`src/rtl/bvd_pkg.sv`:
```
// Package: shared constants and the registered winner record for the beacon
// vote detector. Assumes a fixed lane count of eight with 4-bit samples.
package bvd_pkg;
    localparam int unsigned NLANE  = 8;
    localparam int unsigned SAMP_W = 4;
    localparam int unsigned IDX_W  = $clog2(NLANE);
    localparam int unsigned RND_W  = 8;
    localparam int unsigned TIE_W  = $clog2(NLANE + 1);

    typedef struct packed {
        logic             valid;
        logic [IDX_W-1:0] idx;
        logic [NLANE-1:0] onehot;
    } win_t;
endpackage

```
`src/rtl/bvd_lfsr.sv`:
```
// Module: 8-bit Fibonacci shift register that supplies the tie-break value.
// It steps only when adv is high, so idle cycles leave the sequence untouched.
// Assumes the seed is non-zero.
module bvd_lfsr
    import bvd_pkg::*;
#(
    parameter logic [RND_W-1:0] SEED = 8'hA5
) (
    input  logic             clk,
    input  logic             rst_n,
    input  logic             adv,
    output logic [RND_W-1:0] state
);
    logic fb;

    // Feedback taps for a maximal-length 8-bit sequence.
    always_comb fb = state[7] ^ state[5] ^ state[4] ^ state[3];

    // Load the seed on reset; otherwise shift once per accepted symbol.
    always_ff @(posedge clk) begin
        if (!rst_n)   state <= SEED;
        else if (adv) state <= {state[RND_W-2:0], fb};
    end

    // idle cycles do not move the sequence.
    p_hold_idle_r4: assert property (@(posedge clk) disable iff (!rst_n)
        !adv |=> $stable(state));
    // a maximal sequence never enters the all-zero lock-up state.
    p_nonzero_r4: assert property (@(posedge clk) disable iff (!rst_n)
        state != '0);
endmodule

```
`src/rtl/bvd_argmax.sv`:
```
// Module: combinational arg-max over eight samples. It reports the mask of
// lanes that equal the maximum, and picks one of them: with n tied lanes,
// the pick is the (rnd mod n)-th tied lane in ascending index order.
module bvd_argmax
    import bvd_pkg::*;
(
    input  logic [NLANE*SAMP_W-1:0] samples,
    input  logic [RND_W-1:0]        rnd,
    output logic [NLANE-1:0]        tie_mask,
    output logic [IDX_W-1:0]        pick
);
    logic [SAMP_W-1:0] max_val;
    logic [TIE_W-1:0]  n_tied;
    logic [RND_W-1:0]  k_sel;
    logic [TIE_W-1:0]  seen;
    logic              found;

    // Find the largest sample value over all lanes.
    always_comb begin
        max_val = '0;
        for (int i = 0; i < NLANE; i++) begin
            if (samples[i*SAMP_W +: SAMP_W] > max_val)
                max_val = samples[i*SAMP_W +: SAMP_W];
        end
    end

    // Mark the lanes that equal the maximum and count them.
    always_comb begin
        n_tied = '0;
        for (int i = 0; i < NLANE; i++) begin
            tie_mask[i] = (samples[i*SAMP_W +: SAMP_W] == max_val);
            n_tied      = n_tied + TIE_W'(tie_mask[i]);
        end
    end

    // Reduce the random value modulo the tie count, then walk to that lane.
    always_comb begin
        k_sel = (n_tied == '0) ? '0 : (rnd % RND_W'(n_tied));
        seen  = '0;
        found = 1'b0;
        pick  = '0;
        for (int i = 0; i < NLANE; i++) begin
            if (tie_mask[i]) begin
                if (!found && (RND_W'(seen) == k_sel)) begin
                    pick  = IDX_W'(i);
                    found = 1'b1;
                end
                seen = seen + 1'b1;
            end
        end
    end
endmodule

```
`src/rtl/bvd_vote_bank.sv`:
```
// Module: one vote counter per lane. It adds one vote to the lane named by
// inc_onehot and clears all counters when the window closes. max_next is the
// highest count including this cycle's vote, for the window decision.
// Assumes no more than WINDOW votes arrive between clears.
module bvd_vote_bank
    import bvd_pkg::*;
#(
    parameter int unsigned WINDOW = 40,
    parameter int unsigned CNT_W  = $clog2(WINDOW + 1)
) (
    input  logic             clk,
    input  logic             rst_n,
    input  logic             inc_en,
    input  logic [NLANE-1:0] inc_onehot,
    input  logic             clear,
    output logic [CNT_W-1:0] max_next
);
    logic [CNT_W-1:0] cnt [NLANE];
    logic [CNT_W-1:0] nxt [NLANE];

    for (genvar g = 0; g < NLANE; g++) begin : g_lane
        // Count including this cycle's vote for this lane.
        always_comb nxt[g] = cnt[g] + CNT_W'(inc_en && inc_onehot[g]);

        // Hold the lane's votes; start from zero at each new window.
        always_ff @(posedge clk) begin
            if (!rst_n)      cnt[g] <= '0;
            else if (clear)  cnt[g] <= '0;
            else if (inc_en) cnt[g] <= nxt[g];
        end

        // the counters are cleared before a window's worth of votes.
        p_no_overflow_r7: assert property (@(posedge clk) disable iff (!rst_n)
            cnt[g] < CNT_W'(WINDOW));
    end

    // Largest count over all lanes, including this cycle's vote.
    always_comb begin
        max_next = '0;
        for (int i = 0; i < NLANE; i++)
            if (nxt[i] > max_next) max_next = nxt[i];
    end
endmodule

```
`src/rtl/beacon_vote_detector.sv`:
```
// Module: top of the beacon vote detector. Every accepted symbol names a
// winning lane, and that lane gets a vote. After WINDOW symbols, the highest
// vote count is compared with the threshold, and a second detection sets sync.
// Assumes the samples are valid whenever sym_valid is high.
module beacon_vote_detector
    import bvd_pkg::*;
#(
    parameter int unsigned WINDOW = 40,
    parameter int unsigned CNT_W  = $clog2(WINDOW + 1)
) (
    input  logic                    clk,
    input  logic                    rst_n,
    input  logic                    sym_valid,
    input  logic [NLANE*SAMP_W-1:0] sym_samples,
    input  logic [CNT_W-1:0]        vote_threshold,
    output logic                    win_valid,
    output logic [IDX_W-1:0]        win_idx,
    output logic [NLANE-1:0]        win_onehot,
    output logic                    beacon_det,
    output logic                    sync_locked
);
    localparam int unsigned SCNT_W = $clog2(WINDOW);

    logic [RND_W-1:0]  rnd;
    logic [NLANE-1:0]  tie_mask;
    logic [IDX_W-1:0]  pick;
    logic [NLANE-1:0]  pick_oh;
    logic [CNT_W-1:0]  max_next;
    logic [SCNT_W-1:0] sym_cnt;
    logic              close;
    logic              hit;
    logic [1:0]        det_cnt;
    win_t              win_q;

    bvd_lfsr #(.SEED(8'hA5)) u_lfsr (
        .clk(clk), .rst_n(rst_n), .adv(sym_valid), .state(rnd)
    );

    bvd_argmax u_argmax (
        .samples(sym_samples), .rnd(rnd), .tie_mask(tie_mask), .pick(pick)
    );

    // One-hot form of the lane picked this cycle.
    always_comb pick_oh = NLANE'(1) << pick;

    // The window closes on its last symbol; a hit needs a count above threshold.
    always_comb begin
        close = sym_valid && (sym_cnt == SCNT_W'(WINDOW - 1));
        hit   = close && (max_next > vote_threshold);
    end

    bvd_vote_bank #(.WINDOW(WINDOW), .CNT_W(CNT_W)) u_votes (
        .clk(clk), .rst_n(rst_n), .inc_en(sym_valid), .inc_onehot(pick_oh),
        .clear(close), .max_next(max_next)
    );

    // Count accepted symbols within the current window.
    always_ff @(posedge clk) begin
        if (!rst_n)         sym_cnt <= '0;
        else if (close)     sym_cnt <= '0;
        else if (sym_valid) sym_cnt <= sym_cnt + 1'b1;
    end

    // Register the winner; the index holds through idle cycles.
    always_ff @(posedge clk) begin
        if (!rst_n) begin
            win_q <= '0;
        end else begin
            win_q.valid <= sym_valid;
            if (sym_valid) begin
                win_q.idx    <= pick;
                win_q.onehot <= pick_oh;
            end
        end
    end

    // Detection pulse, saturating detection count and sticky sync flag.
    always_ff @(posedge clk) begin
        if (!rst_n) begin
            beacon_det  <= 1'b0;
            det_cnt     <= '0;
            sync_locked <= 1'b0;
        end else begin
            beacon_det <= hit;
            if (hit && det_cnt != 2'd2) det_cnt <= det_cnt + 1'b1;
            if (hit && det_cnt != 2'd0) sync_locked <= 1'b1;
        end
    end

    assign win_valid  = win_q.valid;
    assign win_idx    = win_q.idx;
    assign win_onehot = win_q.onehot;

    // the picked lane is always one of the lanes tied at the maximum.
    p_pick_tied_r3: assert property (@(posedge clk) disable iff (!rst_n)
        sym_valid |-> tie_mask[pick]);
    // the one-hot output has exactly the indexed bit set.
    p_onehot_match_r5: assert property (@(posedge clk) disable iff (!rst_n)
        win_valid |-> ($countones(win_onehot) == 1 && win_onehot[win_idx]));
    // a detection only follows an accepted symbol.
    p_det_after_sym_r6: assert property (@(posedge clk) disable iff (!rst_n)
        beacon_det |-> $past(sym_valid));
    // the detection pulse lasts a single cycle.
    p_det_pulse_r6: assert property (@(posedge clk) disable iff (!rst_n)
        beacon_det |=> !beacon_det);
    // once set, sync stays set until reset.
    p_sync_sticky_r8: assert property (@(posedge clk) disable iff (!rst_n)
        sync_locked |=> sync_locked);
endmodule

```
`config.mk`:
```
export PLATFORM = sky130hd
export DESIGN_NAME = beacon_vote_detector
export DESIGN_NICKNAME = d
export VERILOG_FILES = /design/src/rtl/bvd_pkg.sv /design/src/rtl/bvd_lfsr.sv /design/src/rtl/bvd_argmax.sv /design/src/rtl/bvd_vote_bank.sv /design/src/rtl/beacon_vote_detector.sv
export SDC_FILE = /design/constraint.sdc
export NUM_CORES = 1
export LEC_CHECK = 0
export ABC_CLOCK_PERIOD_IN_PS = 87200
export BUFFER_PORTS_ARGS = -buffer_cell sky130_fd_sc_hd__clkbuf_2
export CELL_PAD_IN_SITES_DETAIL_PLACEMENT = 0
export CELL_PAD_IN_SITES_GLOBAL_PLACEMENT = 1
export CORE_MARGIN = 1.5
export CORE_UTILIZATION = 48
export CTS_CLUSTER_SIZE = 40
export DETAILED_ROUTE_END_ITERATION = 6
export PLACE_DENSITY = 0.88
export SYNTH_ARGS = -nofsm -noshare
export SYNTH_HDL_FRONTEND = slang
export SYNTH_SLANG_ARGS = --single-unit
```
`constraint.sdc`:
```
create_clock -name clk -period 87.2 [get_ports clk]
set_input_delay 8.72 -clock clk [delete_from_list [all_inputs] [get_ports clk]]
set_output_delay 8.72 -clock clk [all_outputs]
set_load 0.005 [all_outputs]
```
== After elaboration in Yosys (flattened, before gate mapping) ==
Memories as Yosys holds them, arrays and structs flattened.
Index checks and enable logic that the tools add are counted.

* Register bits: 30
* Memory bits (writable): 48
* Input bits: 41
* Output and inout port bits: 14
* Logic and storage cells: 194
* Memories: 1

* Add/subtract/negate cells: 23
* Div/mod/pow operators: 1
* Magnitude comparators: 17
* Eq/ne operators: 17
* Shifts and indexed selects: 1
* Muxes and demuxes: 76
* Bitwise gates (word level): 20
* Reductions and logical operators: 30

{| class="wikitable"
|+ Memory list
! memory !! depth !! width !! read ports !! clocked after memory_dff !! wr ports !! line !! source
|-
| u_votes.cnt || 8 || 6 || 8 || 0 || 8 || bvd_vote_bank.sv:18 || <nowiki>logic [CNT_W-1:0] cnt [NLANE];</nowiki>
|}

{| class="wikitable"
|+ Operator list
! kind !! count
|-
| $mux 6 || 24
|-
| $mux 4 || 14
|-
| $add 6x1->6 || 8
|-
| $eq 4x8->1 || 6
|-
| $gt 6x6->1 || 8
|-
| $mux 3 || 13
|-
| $eq 4x4->1 || 8
|-
| $gt 4x4->1 || 7
|-
| $add 4x1->4 || 6
|-
| $mux 1 || 24
|-
| $add 4x1->4 const B || 5
|-
| $logic_and 1x1->1 || 19
|-
| $or 1x1->1 || 16
|-
| $eq 1x8->1 || 1
|-
| $logic_not 8->1 || 1
|-
| $mod 8x4->8 || 1
|-
| $mux 8 || 1
|-
| $shl 1x3->8 const A || 1
|-
| $logic_not 1->1 || 7
|-
| $add 6x1->6 const B || 1
|-
| $eq 6x6->1 const B || 1
|-
| $gt 6x1->1 const B || 1
|-
| $gt 4x1->1 const B || 1
|-
| $logic_not 4->1 || 1
|-
| 8 further kinds || 10
|}

== Logic depth before layout (Yosys ltp) ==
* Word-level depth: 79
* Mapped depth: 203
* Gate-level depth less buffers: 197

== Hierarchy ==
From an unflattened synthesis, not the netlist that was laid out.

* Cells, all modules: 1,360
* Area, all modules: 11,190.7 um^2

{| class="wikitable"
|+ Modules (own cells, without submodules)
! module !! instances !! cells an instance !! area each (um^2) !! seq. area each (um^2)
|-
| bvd_argmax || 1 || 705 || 4,996.0 || 0.0
|-
| bvd_vote_bank || 1 || 510 || 4,763.3 || 1,441.4
|-
| beacon_vote_detector || 1 || 117 || 1,117.3 || 440.4
|-
| bvd_lfsr || 1 || 28 || 314.1 || 160.2
|}

== Worst setup path before layout ==
No wires, ideal clock.

* Path type: input to register
* Start point: input port sym_samples[2]
* End point: register det_cnt[1]
* Library setup time: 0.128 ns
* Arrival time: 46.134 ns
* Required time: 87.072 ns
* Path slack: 40.939 ns
* Cell stages on the path: 181
* Path buffers: 9
* Cell sequence: inv_1 -> ha_1 -> or3_1 -> o311ai_4 -> or2_1 -> buf_2 -> nand2_1 -> o21ai_0 -> ha_1 -> nor2_1 -> o31ai_1 -> maj3_1 -> o221ai_1 -> mux2i_1 -> inv_1 -> ha_1 -> and2_1 -> a41oi_1 -> [... 145 more ...] -> a21o_1 -> ha_1 -> nor2b_1 -> o21a_1 -> o21ai_0 -> nand2b_1 -> a21oi_1 -> nor2b_1 -> o22ai_1 -> mux2i_1 -> o21ai_0 -> ha_1 -> and4_1 -> a31oi_1 -> nand2_1 -> nor2_1 -> mux2i_1 -> nor2_1

{| class="wikitable"
|+ RTL lines
! element !! line !! source
|-
| start: declaration || beacon_vote_detector.sv:14 || <nowiki>input logic [NLANE*SAMP_W-1:0] sym_samples,</nowiki>
|-
| end signal: assignment || beacon_vote_detector.sv:85 || <nowiki>if (hit && det_cnt != 2'd2) det_cnt <= det_cnt + 1'b1;</nowiki>
|-
| end: declaration || beacon_vote_detector.sv:32 || <nowiki>logic [1:0] det_cnt;</nowiki>
|}

== Worst setup path in the final report ==
* Start point: input port sym_samples[2]
* End point: register det_cnt[1]

* Cells in the longest elaborated chain, start to end: 79
* Elaborated cells between the ends (all ways): 133
* Classes of those cells: 21 x add/sub; 1 x div; 17 x order compare; 15 x eq/ne; 1 x shift; 52 x mux; 26 x reduce/logical

{| class="wikitable"
|+ RTL lines
! element !! line !! source
|-
| $gt 4x1->1 || bvd_argmax.sv:22 || <nowiki>if (samples[i*SAMP_W +: SAMP_W] > max_val)</nowiki>
|-
| $mux 4 || bvd_argmax.sv:22 ||
|-
| $gt 4x4->1 || bvd_argmax.sv:22 ||
|-
| $mux 4 || bvd_argmax.sv:22 ||
|-
| $gt 4x4->1 || bvd_argmax.sv:22 ||
|-
| $mux 4 || bvd_argmax.sv:22 ||
|-
| $gt 4x4->1 || bvd_argmax.sv:22 ||
|-
| $mux 4 || bvd_argmax.sv:22 ||
|-
| [... 63 more ...] || - ||
|-
| $mux 6 || bvd_vote_bank.sv:41 || <nowiki>if (nxt[i] > max_next) max_next = nxt[i];</nowiki>
|-
| $gt 6x6->1 || bvd_vote_bank.sv:41 ||
|-
| $mux 6 || bvd_vote_bank.sv:41 ||
|-
| $gt 6x6->1 || bvd_vote_bank.sv:41 ||
|-
| $mux 6 * || bvd_vote_bank.sv:41 ||
|-
| $gt 6x6->1 * || beacon_vote_detector.sv:49 || <nowiki>hit = close && (max_next > vote_threshold);</nowiki>
|-
| $logic_and 1x1->1 * || beacon_vote_detector.sv:49 ||
|-
| $logic_and 1x1->1 * || beacon_vote_detector.sv:85 ||
|}

Mark *: on every way between the ends. The rest lies on a longest branch, timed or not.
A chain may end at the register's enable or synchronous reset.

==> summary.txt <==
STA
  • Worst slew pin tran: roughly 1.1 ns
  • Max Freq: roughly 19 MHz
  • Fin crit share: 0.5891
  • Max Slew Vio Count: 0
  • Setup tns final: 0 ns
  • Max Clock Skew: approximately 0.0085 ns
  • Fin crit period: a little over 50 ns
  • Final Hold Fails: 0
  • Final setup viols: 0
  • RSZ-0062 raised after global routing: false
  • Worst slew margin relative to its limit: 0.2313

Synthesis
  • Top FF cell, synth: edfxtp_1
  • Area contributors post-synth: ha_1 (15%), edfxtp_1 (14%), xnor2_1 (6.4%)
  • Synthesized instance count: around 1,200
  • Synth cell types: 90
  • Post-synth top area cell: ha_1
  • #FFs+latches synth: 78
  • Seq/Total Area, Yosys: 0.2030
  • Post-synthesis async set-or-reset flop share: 0
  • Yosys top cell area share: 0.1455
  • Post-Syn Nets: roughly 1,400
  • Post-Synthesis Cell Area: slightly above 10,000 um^2
  • Syn. warnings: 0
  • Syn Area/Cell: between 8 and 9 um^2
  • EDFF count, synth: 48

Detailed routing
  • Post-Route WL: approximately 24,000 um
  • Initial drt markers: ~470
  • Avg Vias per Cell: between 5 and 6
  • ANT nets after route: 0
  • Remaining DRCs: 0
  • Pre-Repair DR Iteration Count: 5
  • DR vias: about 9,000
  • DR WL/cell: ~16 um

Layout
  • # nets final: around 1,400
  • Most common cell after layout, fill and taps aside: nor2_1
  • Layout cells sized above 1: 0.1033
  • N_diodes: 0
  • Finished Cell Area: ~11,000 um^2
  • Area Growth Syn to Fin: 7.973%
  • Most frequent cells in the layout: nor2_1 (128), ha_1 (117), inv_1 (89)

Worst hold path
  • Hold Crit Class: flop to flop
  • Hold Startpoint: win_idx[0]
  • Hold Path End: win_idx[0]
  • Hold Crit Depth: 2

Critical path
  • CP max-delay cell: o21ai_0
  • Register-to-register setup slack: 59.44 ns
  • Arrival time worst endpoint: approximately 52 ns
  • Cells on worst reg2reg path: 114
  • R2r startpoint: u_lfsr.state[7]
  • Crit path max fanout: 14
  • Startpoint types: primary input
  • Reg2Reg Capture Point: det_cnt[1]
  • Setup Crit Path Kind: primary input to flop
  • Most used cell, CP: ha_1
  • Worst Path Required: a little under 90 ns
  • Largest stage delay, worst path: between 0.8 and 0.9 ns
  • Worst Setup End Kind: flop

Die
  • Die width: 147.8 um
  • Row Count: between 50 and 60
  • Die H: 147.8 um
  • I/O Pins: 55
  • Die area: approximately 22,000 um^2
  • Starting density of the core: 0.4940
  • Core box area: approximately 20,000 um^2

Placed design
  • Placer Congestion: ~0.87
  • Placement Cell Area: between 10,000 and 15,000 um^2
  • Placed wire-length estimate: between 15,000 and 20,000 um
  • Port Buffers: 54

Clock network
  • CTS HTree Levels: 3
  • Sink Count: just under 80
  • Resized cells post-CTS: 0
  • CTS Buf Count: 9
  • Clock Tree Buf Depth: 2
  • Clock root buffer: clkbuf_16
  • Worst-Skew Late Latency: around 0.34 ns
  • Worst-path clk slew: around 0.070 ns
  • CTS tree: built
  • Post-CTS setup buffer count: 0
  • Cts hold-fix bufs: 0

GRT
  • GR Util met3: 0.02716
  • Met2 GRT Util: 0.3603
  • Largest net degree at the start of global routing: 49
  • First-pass GRT wire length: roughly 40,000 um
  • GR Layer Usage met1: 0.3156
  • Total gr overflow: 0
  • Initial antenna violation count: 0
  • Vias in the first global route: between 8,000 and 9,000
  • Most Used Layer, Global Route: met2
  • GRT Overall Usage: 0.2215

Flow run
  • MaxCap Viol Count: 0

Outcome
  • Status: finished, final reports clean
Yosys cell counts, drive strengths merged, types with 6 or more instances:
cell type / instances
nor3: 34
a21oi: 54
o21a: 27
nor2: 128
a41oi: 9
edfxtp: 48
a211oi: 16
mux2: 22
inv: 92
ha: 117
nor2b: 20
nand2b: 13
a211o: 8
or3: 8
mux2i: 33
nand2: 79
dfxtp: 30
or2: 14
nor3b: 6
o22ai: 6
clkbuf: 29
xnor2: 74
a31oi: 11
o211ai: 14
a21o: 29
o21ai: 56
xor2: 28
and2: 33
and3: 15
nand3: 47
nand4: 16
through the flow:
| step | hold WS [ns] | util | std cells | setup WS [ns] |
|---|---|---|---|---|
| global placement | 0.4647 | 0.5195 | 1522 | 36.72 |
| detailed placement | 0.4721 | 0.5195 | 1522 | 36.01 |
| global route | 0.5186 | 0.5334 | 1538 | 32.18 |
| floorplan | 0.4418 | - | 1226 | 40.94 |
| CTS | 0.4946 | 0.5334 | 1538 | 36.17 |
| finish | 0.4915 | 0.5334 | 1538 | 35.83 |
registers in the layout, summed over array words and instances, names as in the netlist:
signal / cells
win_idx: 3
u_lfsr.state: 8
beacon_det: 1
win_onehot: 8
u_votes.cnt: 48
det_cnt: 2
sync_locked: 1
sym_cnt: 6
win_valid: 1
worst max-delay path by stage:
| stage | slack [ns] | end | start | cells after the start |
|---|---|---|---|---|
| 2_1_floorplan | 40.94 | det_cnt[1] | sym_samples[2] | 181 |
| 3_3_place_gp | 36.72 | det_cnt[1] | sym_samples[1] | 180 |
| 3_5_place_dp | 36.01 | det_cnt[1] | sym_samples[1] | 180 |
| 4_1_cts | 36.17 | det_cnt[1] | sym_samples[1] | 180 |
| 5_1_grt | 32.18 | det_cnt[1] | sym_samples[1] | 182 |
| 6_report | 35.83 | det_cnt[1] | sym_samples[2] | 180 |
cell type report:
| cell class | count | area (um^2) |
|---|---|---|
| Clock inverter | 7 | 56.30 |
| Multi-Input combinational cell | 1020 | 7532 |
| Timing Repair Buffer | 60 | 315.3 |
| Tap cell | 270 | 337.8 |
| Clock buffer | 9 | 225.2 |
| Fill cell | 1979 | 9503 |
| Inverter | 94 | 352.8 |
| Sequential cell | 78 | 2042 |
critical path, delay by kind of cell:
kind	cells	cell delay, ns
buf+inv	14	1.64
xor+xnor	3	0.69
mux	9	2.97
compound gates	75	17.91
simple gates	48	9.69
fa+ha+maj	31	9.94
logic make-up (layout without fill, tap and decap cells):
logic type	after synthesis	in the layout	share of synthesized area
simple gates	440	440	0.2223
compound gates	292	292	0.2063
buf+inv	128	170	0.04826
fa+ha+maj	125	125	0.1585
xor+xnor	108	108	0.1042
flops	78	78	0.2030
mux	55	55	0.05746
routing by layer:
layer,vias to the layer above,wire length (um)
li1,4566,-
met1,4138,12090
met2,188,10680
met3,26,972
met4,0,304
met5,-,0
Power is left out: the tool's default activity adds up to more than one toggle a clock period on the data nets, which glitch-free logic cannot reach.
